`src/rtl/seg_xlate_pkg.sv`:
```
package seg_xlate_pkg;
  localparam int PERM_W = 3;

  typedef enum logic [2:0] {
    FLT_NONE = 3'd0,
    FLT_SEG  = 3'd1,
    FLT_INV  = 3'd2,
    FLT_LIM  = 3'd3,
    FLT_PERM = 3'd4
  } fault_e;

  typedef enum logic [1:0] {
    ACC_RD  = 2'd0,
    ACC_WR  = 2'd1,
    ACC_EX  = 2'd2,
    ACC_RSV = 2'd3
  } acc_e;
endpackage

```
`src/rtl/seg_xlate_table.sv`:
```
module seg_xlate_table
  import seg_xlate_pkg::*;
#(
  parameter int SEG_W = 3,
  parameter int LIM_W = 9,
  parameter int PA_W  = 12
) (
  input  logic              clk_i,
  input  logic              rst_ni,
  input  logic              priv_i,
  input  logic              wr_entry_i,
  input  logic              wr_len_i,
  input  logic [SEG_W-1:0]  wr_idx_i,
  input  logic [PA_W-1:0]   wr_base_i,
  input  logic [LIM_W-1:0]  wr_limit_i,
  input  logic              wr_valid_i,
  input  logic [PERM_W-1:0] wr_perm_i,
  input  logic [SEG_W:0]    wr_len_val_i,
  input  logic [SEG_W-1:0]  rd_idx_i,
  output logic [PA_W-1:0]   rd_base_o,
  output logic [LIM_W-1:0]  rd_limit_o,
  output logic              rd_valid_o,
  output logic [PERM_W-1:0] rd_perm_o,
  output logic [SEG_W:0]    len_o
);
  localparam int NUM_SEG = 1 << SEG_W;

  logic [PA_W-1:0]   base_q  [NUM_SEG];
  logic [LIM_W-1:0]  limit_q [NUM_SEG];
  logic              valid_q [NUM_SEG];
  logic [PERM_W-1:0] perm_q  [NUM_SEG];
  logic [SEG_W:0]    len_q;

  always_ff @(posedge clk_i or negedge rst_ni) begin
    if (!rst_ni)                len_q <= '0;
    else if (priv_i && wr_len_i) len_q <= wr_len_val_i;
  end

  for (genvar g = 0; g < NUM_SEG; g++) begin : g_slot
    logic hit;
    assign hit = priv_i && wr_entry_i && (wr_idx_i == SEG_W'(g));

    always_ff @(posedge clk_i or negedge rst_ni) begin
      if (!rst_ni) begin
        base_q[g]  <= '0;
        limit_q[g] <= '0;
        valid_q[g] <= 1'b0;
        perm_q[g]  <= '0;
      end else if (hit) begin
        base_q[g]  <= wr_base_i;
        limit_q[g] <= wr_limit_i;
        valid_q[g] <= wr_valid_i;
        perm_q[g]  <= wr_perm_i;
      end
    end

    // unprivileged cycles leave the slot untouched
    a_r8_slot_locked: assert property (@(posedge clk_i) disable iff (!rst_ni)
      !priv_i |=> ($stable(base_q[g]) && $stable(limit_q[g]) &&
                   $stable(valid_q[g]) && $stable(perm_q[g])));
  end

  assign rd_base_o  = base_q[rd_idx_i];
  assign rd_limit_o = limit_q[rd_idx_i];
  assign rd_valid_o = valid_q[rd_idx_i];
  assign rd_perm_o  = perm_q[rd_idx_i];
  assign len_o      = len_q;

  a_r8_len_locked: assert property (@(posedge clk_i) disable iff (!rst_ni)
    !priv_i |=> $stable(len_q));
endmodule

```
`src/rtl/seg_xlate_check.sv`:
```
module seg_xlate_check
  import seg_xlate_pkg::*;
#(
  parameter int SEG_W = 3,
  parameter int OFF_W = 8,
  parameter int LIM_W = 9,
  parameter int PA_W  = 12
) (
  input  logic [SEG_W-1:0]  seg_i,
  input  logic [OFF_W-1:0]  off_i,
  input  logic [1:0]        acc_i,
  input  logic [SEG_W:0]    len_i,
  input  logic [PA_W-1:0]   base_i,
  input  logic [LIM_W-1:0]  limit_i,
  input  logic              valid_i,
  input  logic [PERM_W-1:0] perm_i,
  output fault_e            fault_o,
  output logic [PA_W-1:0]   pa_o
);
  logic seg_bad, lim_bad, perm_ok;

  assign seg_bad = {1'b0, seg_i} >= len_i;
  assign lim_bad = LIM_W'(off_i) >= limit_i;

  always_comb begin
    unique case (acc_e'(acc_i))
      ACC_RD:  perm_ok = perm_i[0];
      ACC_WR:  perm_ok = perm_i[1];
      ACC_EX:  perm_ok = perm_i[2];
      default: perm_ok = 1'b0;
    endcase
  end

  // priority: range, valid, limit, permission
  always_comb begin
    if (seg_bad)       fault_o = FLT_SEG;
    else if (!valid_i) fault_o = FLT_INV;
    else if (lim_bad)  fault_o = FLT_LIM;
    else if (!perm_ok) fault_o = FLT_PERM;
    else               fault_o = FLT_NONE;
  end

  assign pa_o = (fault_o == FLT_NONE) ? base_i + PA_W'(off_i) : '0;
endmodule

```
`src/rtl/seg_xlate.sv`:
```
module seg_xlate
  import seg_xlate_pkg::*;
#(
  parameter int SEG_W = 3,
  parameter int OFF_W = 8,
  parameter int PA_W  = 12
) (
  input  logic               clk_i,
  input  logic               rst_ni,
  input  logic               priv_i,
  input  logic               wr_entry_i,
  input  logic               wr_len_i,
  input  logic [SEG_W-1:0]   wr_idx_i,
  input  logic [PA_W-1:0]    wr_base_i,
  input  logic [OFF_W:0]     wr_limit_i,
  input  logic               wr_valid_i,
  input  logic [2:0]         wr_perm_i,
  input  logic [SEG_W:0]     wr_len_val_i,
  input  logic               req_i,
  input  logic [SEG_W-1:0]   seg_i,
  input  logic [OFF_W-1:0]   off_i,
  input  logic [1:0]         acc_i,
  output logic               done_o,
  output logic [2:0]         fault_o,
  output logic [PA_W-1:0]    pa_o
);
  localparam int LIM_W = OFF_W + 1;

  logic [PA_W-1:0]   ent_base;
  logic [LIM_W-1:0]  ent_limit;
  logic              ent_valid;
  logic [PERM_W-1:0] ent_perm;
  logic [SEG_W:0]    seg_len;
  fault_e            chk_fault;
  logic [PA_W-1:0]   chk_pa;

  seg_xlate_table #(.SEG_W(SEG_W), .LIM_W(LIM_W), .PA_W(PA_W)) i_table (
    .clk_i, .rst_ni, .priv_i, .wr_entry_i, .wr_len_i, .wr_idx_i,
    .wr_base_i, .wr_limit_i, .wr_valid_i, .wr_perm_i, .wr_len_val_i,
    .rd_idx_i   (seg_i),
    .rd_base_o  (ent_base),
    .rd_limit_o (ent_limit),
    .rd_valid_o (ent_valid),
    .rd_perm_o  (ent_perm),
    .len_o      (seg_len)
  );

  seg_xlate_check #(.SEG_W(SEG_W), .OFF_W(OFF_W), .LIM_W(LIM_W), .PA_W(PA_W)) i_check (
    .seg_i, .off_i, .acc_i,
    .len_i   (seg_len),
    .base_i  (ent_base),
    .limit_i (ent_limit),
    .valid_i (ent_valid),
    .perm_i  (ent_perm),
    .fault_o (chk_fault),
    .pa_o    (chk_pa)
  );

  always_ff @(posedge clk_i or negedge rst_ni) begin
    if (!rst_ni) begin
      done_o  <= 1'b0;
      fault_o <= '0;
      pa_o    <= '0;
    end else begin
      done_o <= req_i;
      if (req_i) begin
        fault_o <= chk_fault;
        pa_o    <= chk_pa;
      end
    end
  end

  a_r9_done_follows_req: assert property (@(posedge clk_i) disable iff (!rst_ni)
    req_i |=> done_o);
  a_r9_no_spurious_done: assert property (@(posedge clk_i) disable iff (!rst_ni)
    !req_i |=> !done_o);
  a_r9_hold_result: assert property (@(posedge clk_i) disable iff (!rst_ni)
    !req_i |=> ($stable(pa_o) && $stable(fault_o)));
  a_r2_seg_range: assert property (@(posedge clk_i) disable iff (!rst_ni)
    (req_i && ({1'b0, seg_i} >= seg_len)) |=> (fault_o == 3'd1));
  a_r6_pa_zero_on_fault: assert property (@(posedge clk_i) disable iff (!rst_ni)
    (fault_o != 3'd0) |-> (pa_o == '0));
  a_r7_code_legal: assert property (@(posedge clk_i) disable iff (!rst_ni)
    fault_o <= 3'd4);
endmodule

```
`config.mk`:
```
export PLATFORM = sky130hd
export DESIGN_NAME = seg_xlate
export DESIGN_NICKNAME = d
export VERILOG_FILES = /design/src/rtl/seg_xlate_pkg.sv /design/src/rtl/seg_xlate_table.sv /design/src/rtl/seg_xlate_check.sv /design/src/rtl/seg_xlate.sv
export SDC_FILE = /design/constraint.sdc
export NUM_CORES = 1
export LEC_CHECK = 0
export BUFFER_PORTS_ARGS = -buffer_cell sky130_fd_sc_hd__buf_2
export CAP_MARGIN = 5
export CORE_MARGIN = 2
export CORE_UTILIZATION = 40
export CTS_BUF_LIST = sky130_fd_sc_hd__clkbuf_4
export CTS_CLUSTER_DIAMETER = 80
export CTS_CLUSTER_SIZE = 8
export DETAILED_ROUTE_END_ITERATION = 8
export PLACE_DENSITY_LB_ADDON = 0.25
export SLEW_MARGIN = 0
export SYNTH_ARGS = -nofsm -noshare
export SYNTH_HDL_FRONTEND = slang
export SYNTH_SLANG_ARGS = --single-unit
export TNS_END_PERCENT = 30
```
`constraint.sdc`:
```
create_clock -name clk_i -period 3.83 [get_ports clk_i]
set_clock_uncertainty 0.15 [all_clocks]
set_input_delay 0.766 -clock clk_i [delete_from_list [all_inputs] [get_ports clk_i]]
set_output_delay 0.766 -clock clk_i [all_outputs]
set_load 0.05 [all_outputs]
```
==> run metrics <==
run status=complete, no violations; Die X=approximately 170 um; remaining routing DRC violations=0; IO Port Bufs=66; fraction of the yosys area taken by sequential cells=0.531; path type of the worst setup path=in2reg; average routed wire per standard cell=21.8 um; RePlAce Congestion=0.836; leading post-synthesis cells by instance count=220 x sky130_fd_sc_hd__dfrtp_1, 128 x sky130_fd_sc_hd__mux2_2, 85 x sky130_fd_sc_hd__mux2_1; pre-CTS worst setup slack=-0.0183 ns; number of nets produced by synthesis=around 720; netlist area before placement=0.0104 mm2; cells resized by post-CTS repair=0; Clock Latency Late Sink=0.68 ns; Worst Hold Class=in2async; clock transition at the registers of the reported paths=0.08 ns; Max Buffers Root-to-Sink=3; min setup slack post-route=0.638 ns; 1st-iter DRT viols=239; final layout net count=814; measured slew at the worst slew-check pin=0.829 ns; Max-slew headroom=0.447; kind of capture point of the worst setup path=flip-flop; Critical Path RT=approximately 4.3 ns; area growth from synthesis to layout=10.8%; drt total wl=23,400 um; Mapped Cells=646; share of flip-flops with an asynchronous set or reset=1.00; filler cell count in the final layout=~2.2k; number of setup buffers added after CTS=0; Reg2Reg Launch Point=i_table.limit_q[27]$_DFFE_PN0P_; post-detail-place hpwl=15,500 um; Die Outline Area=0.0272 mm2; highest fanout seen on the critical path=26; biggest area contributors in the synthesized netlist=sky130_fd_sc_hd__dfrtp_1 53%, sky130_fd_sc_hd__mux2_2 14%, sky130_fd_sc_hd__mux2_1 9.2%; final number of hold-violating endpoints=0; number of slew-limit violations in the final report=0; endpoint arrival time on the critical path=3.63 ns; CTS root buffer=sky130_fd_sc_hd__clkbuf_4; CTS buffer count=31; floorplan die height=165 um; combined global-route utilization of all metal layers=0.181; post-cts hold buffer count=0; ratio of routed vias to standard cells=about 5.5; flip-flop cell with the highest count after synthesis=sky130_fd_sc_hd__dfrtp_1; total power consumption of the routed design=roughly 0.0057 W; first-pass GRT wire length=37,500 um; top-level I/O count=67; portion of synthesized cell area occupied by the leading cell type=0.531; TritonCTS clock tree=done; CTS HTree Levels=1; Starting Density=0.409; total number of vias=5,956; Core Box Area=0.0253 mm2; combinational family with the most area after synthesis=multiplexers; vias in the first global route=6,541; warnings from Yosys=0; Synth Register Bits=220; top cell type by total area after synthesis=sky130_fd_sc_hd__dfrtp_1; Post-synth EDFFs=0; maximum achievable frequency=0.313 GHz; simple-gate share of the synthesized area=0.0164; setup repair after global routing missed its margin=no; first element of the critical path=seg_i[0]; Final ANT Viol Nets=0; setup TNS after final layout=0 ns; final period utilization=0.833; post-layout utilization of the core=0.454; largest net degree at the start of global routing=98; power density relative to cell area=498 mW/mm2; count of clock tree sinks=220; P_leak=5.13 nW; number of placement rows=58; startpoint types=primary input; area fraction in compound gates after synthesis=0.0374; adder-cell share of the synthesized area=0.0249; synthesized area divided by synthesized cell count=between 15 and 20 um2; final number of setup-violating endpoints=0; area used by multi-input combinational logic=0.00465 mm2; Final Hold Slack=0.00565 ns; number of antenna violations at the first check in global routing=4; share of cells above drive strength 1=0.427; Max VDD drop=0.266 mV; shortest period the worst path allows=3.19 ns; fraction of synthesized area in multiplexers=0.359; leading cell type by number of instances after synthesis=sky130_fd_sc_hd__dfrtp_1; register cell area after layout=0.00551 mm2; First-pass DRT Iterations=4; Overflow after GRT=0; xor/xnor cell area share of the yosys netlist=0.00845; number of maximum-capacitance constraint violations=0; library cells used by synthesis=46
-- worst paths after layout --
kind / to / slack [ns] / cells after the start
worst max-delay path: pa_o[0]$_DFFE_PN0P_ / 0.64 / 12
worst min-delay path: i_table.limit_q[3]$_DFFE_PN0P_ / 0.006 / 1
worst max register to register: pa_o[0]$_DFFE_PN0P_ / 0.83 / 10
max in group asynchronous: i_table.base_q[83]$_DFFE_PN0P_ / 2.55 / 2
worst min register to register: i_table.valid_q[2]$_DFFE_PN0P_ / 0.34 / 1
min in group clk_i: done_o$_DFF_PN0_ / 0.14 / 1
-- flip-flops by register name, summed over array words and instances (netlist names) --
signal,flops
i_table.base_q,96
i_table.limit_q,72
i_table.perm_q,24
pa_o,12
i_table.valid_q,8
i_table.len_o,4
fault_o,3
done_o,1
-- per-layer routing --
metal	global-route usage	up-vias	share of wire
li1	-	2647	-
met1	0.243	3147	0.44
met2	0.305	119	0.49
met3	0.0311	41	0.047
met4	0.0462	2	0.020
met5	0	-	0.00055
-- critical path, cell delays in order --
cell and delay, ns:
sky130_fd_sc_hd__buf_2 0.15, sky130_fd_sc_hd__buf_12 0.24, sky130_fd_sc_hd__mux4_2 0.54, sky130_fd_sc_hd__mux2_2 0.28, sky130_fd_sc_hd__ha_1 0.26, sky130_fd_sc_hd__nand2b_1 0.13, sky130_fd_sc_hd__a211oi_1 0.24, sky130_fd_sc_hd__o211ai_1 0.16
sky130_fd_sc_hd__a31oi_1 0.35, sky130_fd_sc_hd__nand3b_2 0.17, sky130_fd_sc_hd__buf_12 0.18, sky130_fd_sc_hd__o2bb2ai_1 0.14
-- stage by stage --
| step | area (um2) | instances |
|---|---|---|
| after global placement | 11200 | 1040 |
| after global routing | 11500 | 1074 |
| after floorplan | 10400 | 646 |
| after CTS | 11500 | 1072 |
| final | 11500 | 1074 |
| after detailed placement | 11200 | 1040 |
-- cells in the final DEF, fill, tap and decap left out, types with 8 or more instances in the layout --
cell type	synthesis	layout
sky130_fd_sc_hd__mux2i_1	16	16
sky130_fd_sc_hd__buf_4	2	27
sky130_fd_sc_hd__o2bb2ai_2	9	9
sky130_fd_sc_hd__clkbuf_4	0	31
sky130_fd_sc_hd__dfrtp_1	220	220
sky130_fd_sc_hd__inv_1	8	8
sky130_fd_sc_hd__buf_2	19	65
sky130_fd_sc_hd__mux2_1	85	85
sky130_fd_sc_hd__ha_1	19	19
sky130_fd_sc_hd__mux4_2	39	39
sky130_fd_sc_hd__mux2_2	128	128
sky130_fd_sc_hd__mux4_1	11	11
-- power by group --
| part | switching, W | internal [W] |
|---|---|---|
| clock network | 0.000735 | 0.000438 |
| logic | 0.000653 | 0.000807 |
| registers | 0.000249 | 0.00284 |
-- cell type report --
cell class	count	area share
Sequential cell	220	0.479
Multi-Input combinational cell	384	0.404
Timing Repair Buffer	97	0.0541
Tap cell	330	0.0359
Clock buffer	31	0.0203
Inverter	9	0.00338
Clock inverter	1	0.00261
Antenna cell	2	0.000435
-- kinds of logic (layout without fill, tap and decap cells) --
| logic type | after synthesis | count (layout) |
|---|---|---|
| buffers and inverters | 42 | 138 |
| AND/OR/NAND/NOR | 32 | 32 |
| flip-flops | 220 | 220 |
| XOR/XNOR | 10 | 10 |
| AO/OA/AOI/OAI | 43 | 43 |
| adder cells (fa/ha/maj) | 20 | 20 |
| other | 0 | 2 |
| multiplexers | 279 | 279 |
Note: power is estimated with default switching activity, not from simulation.
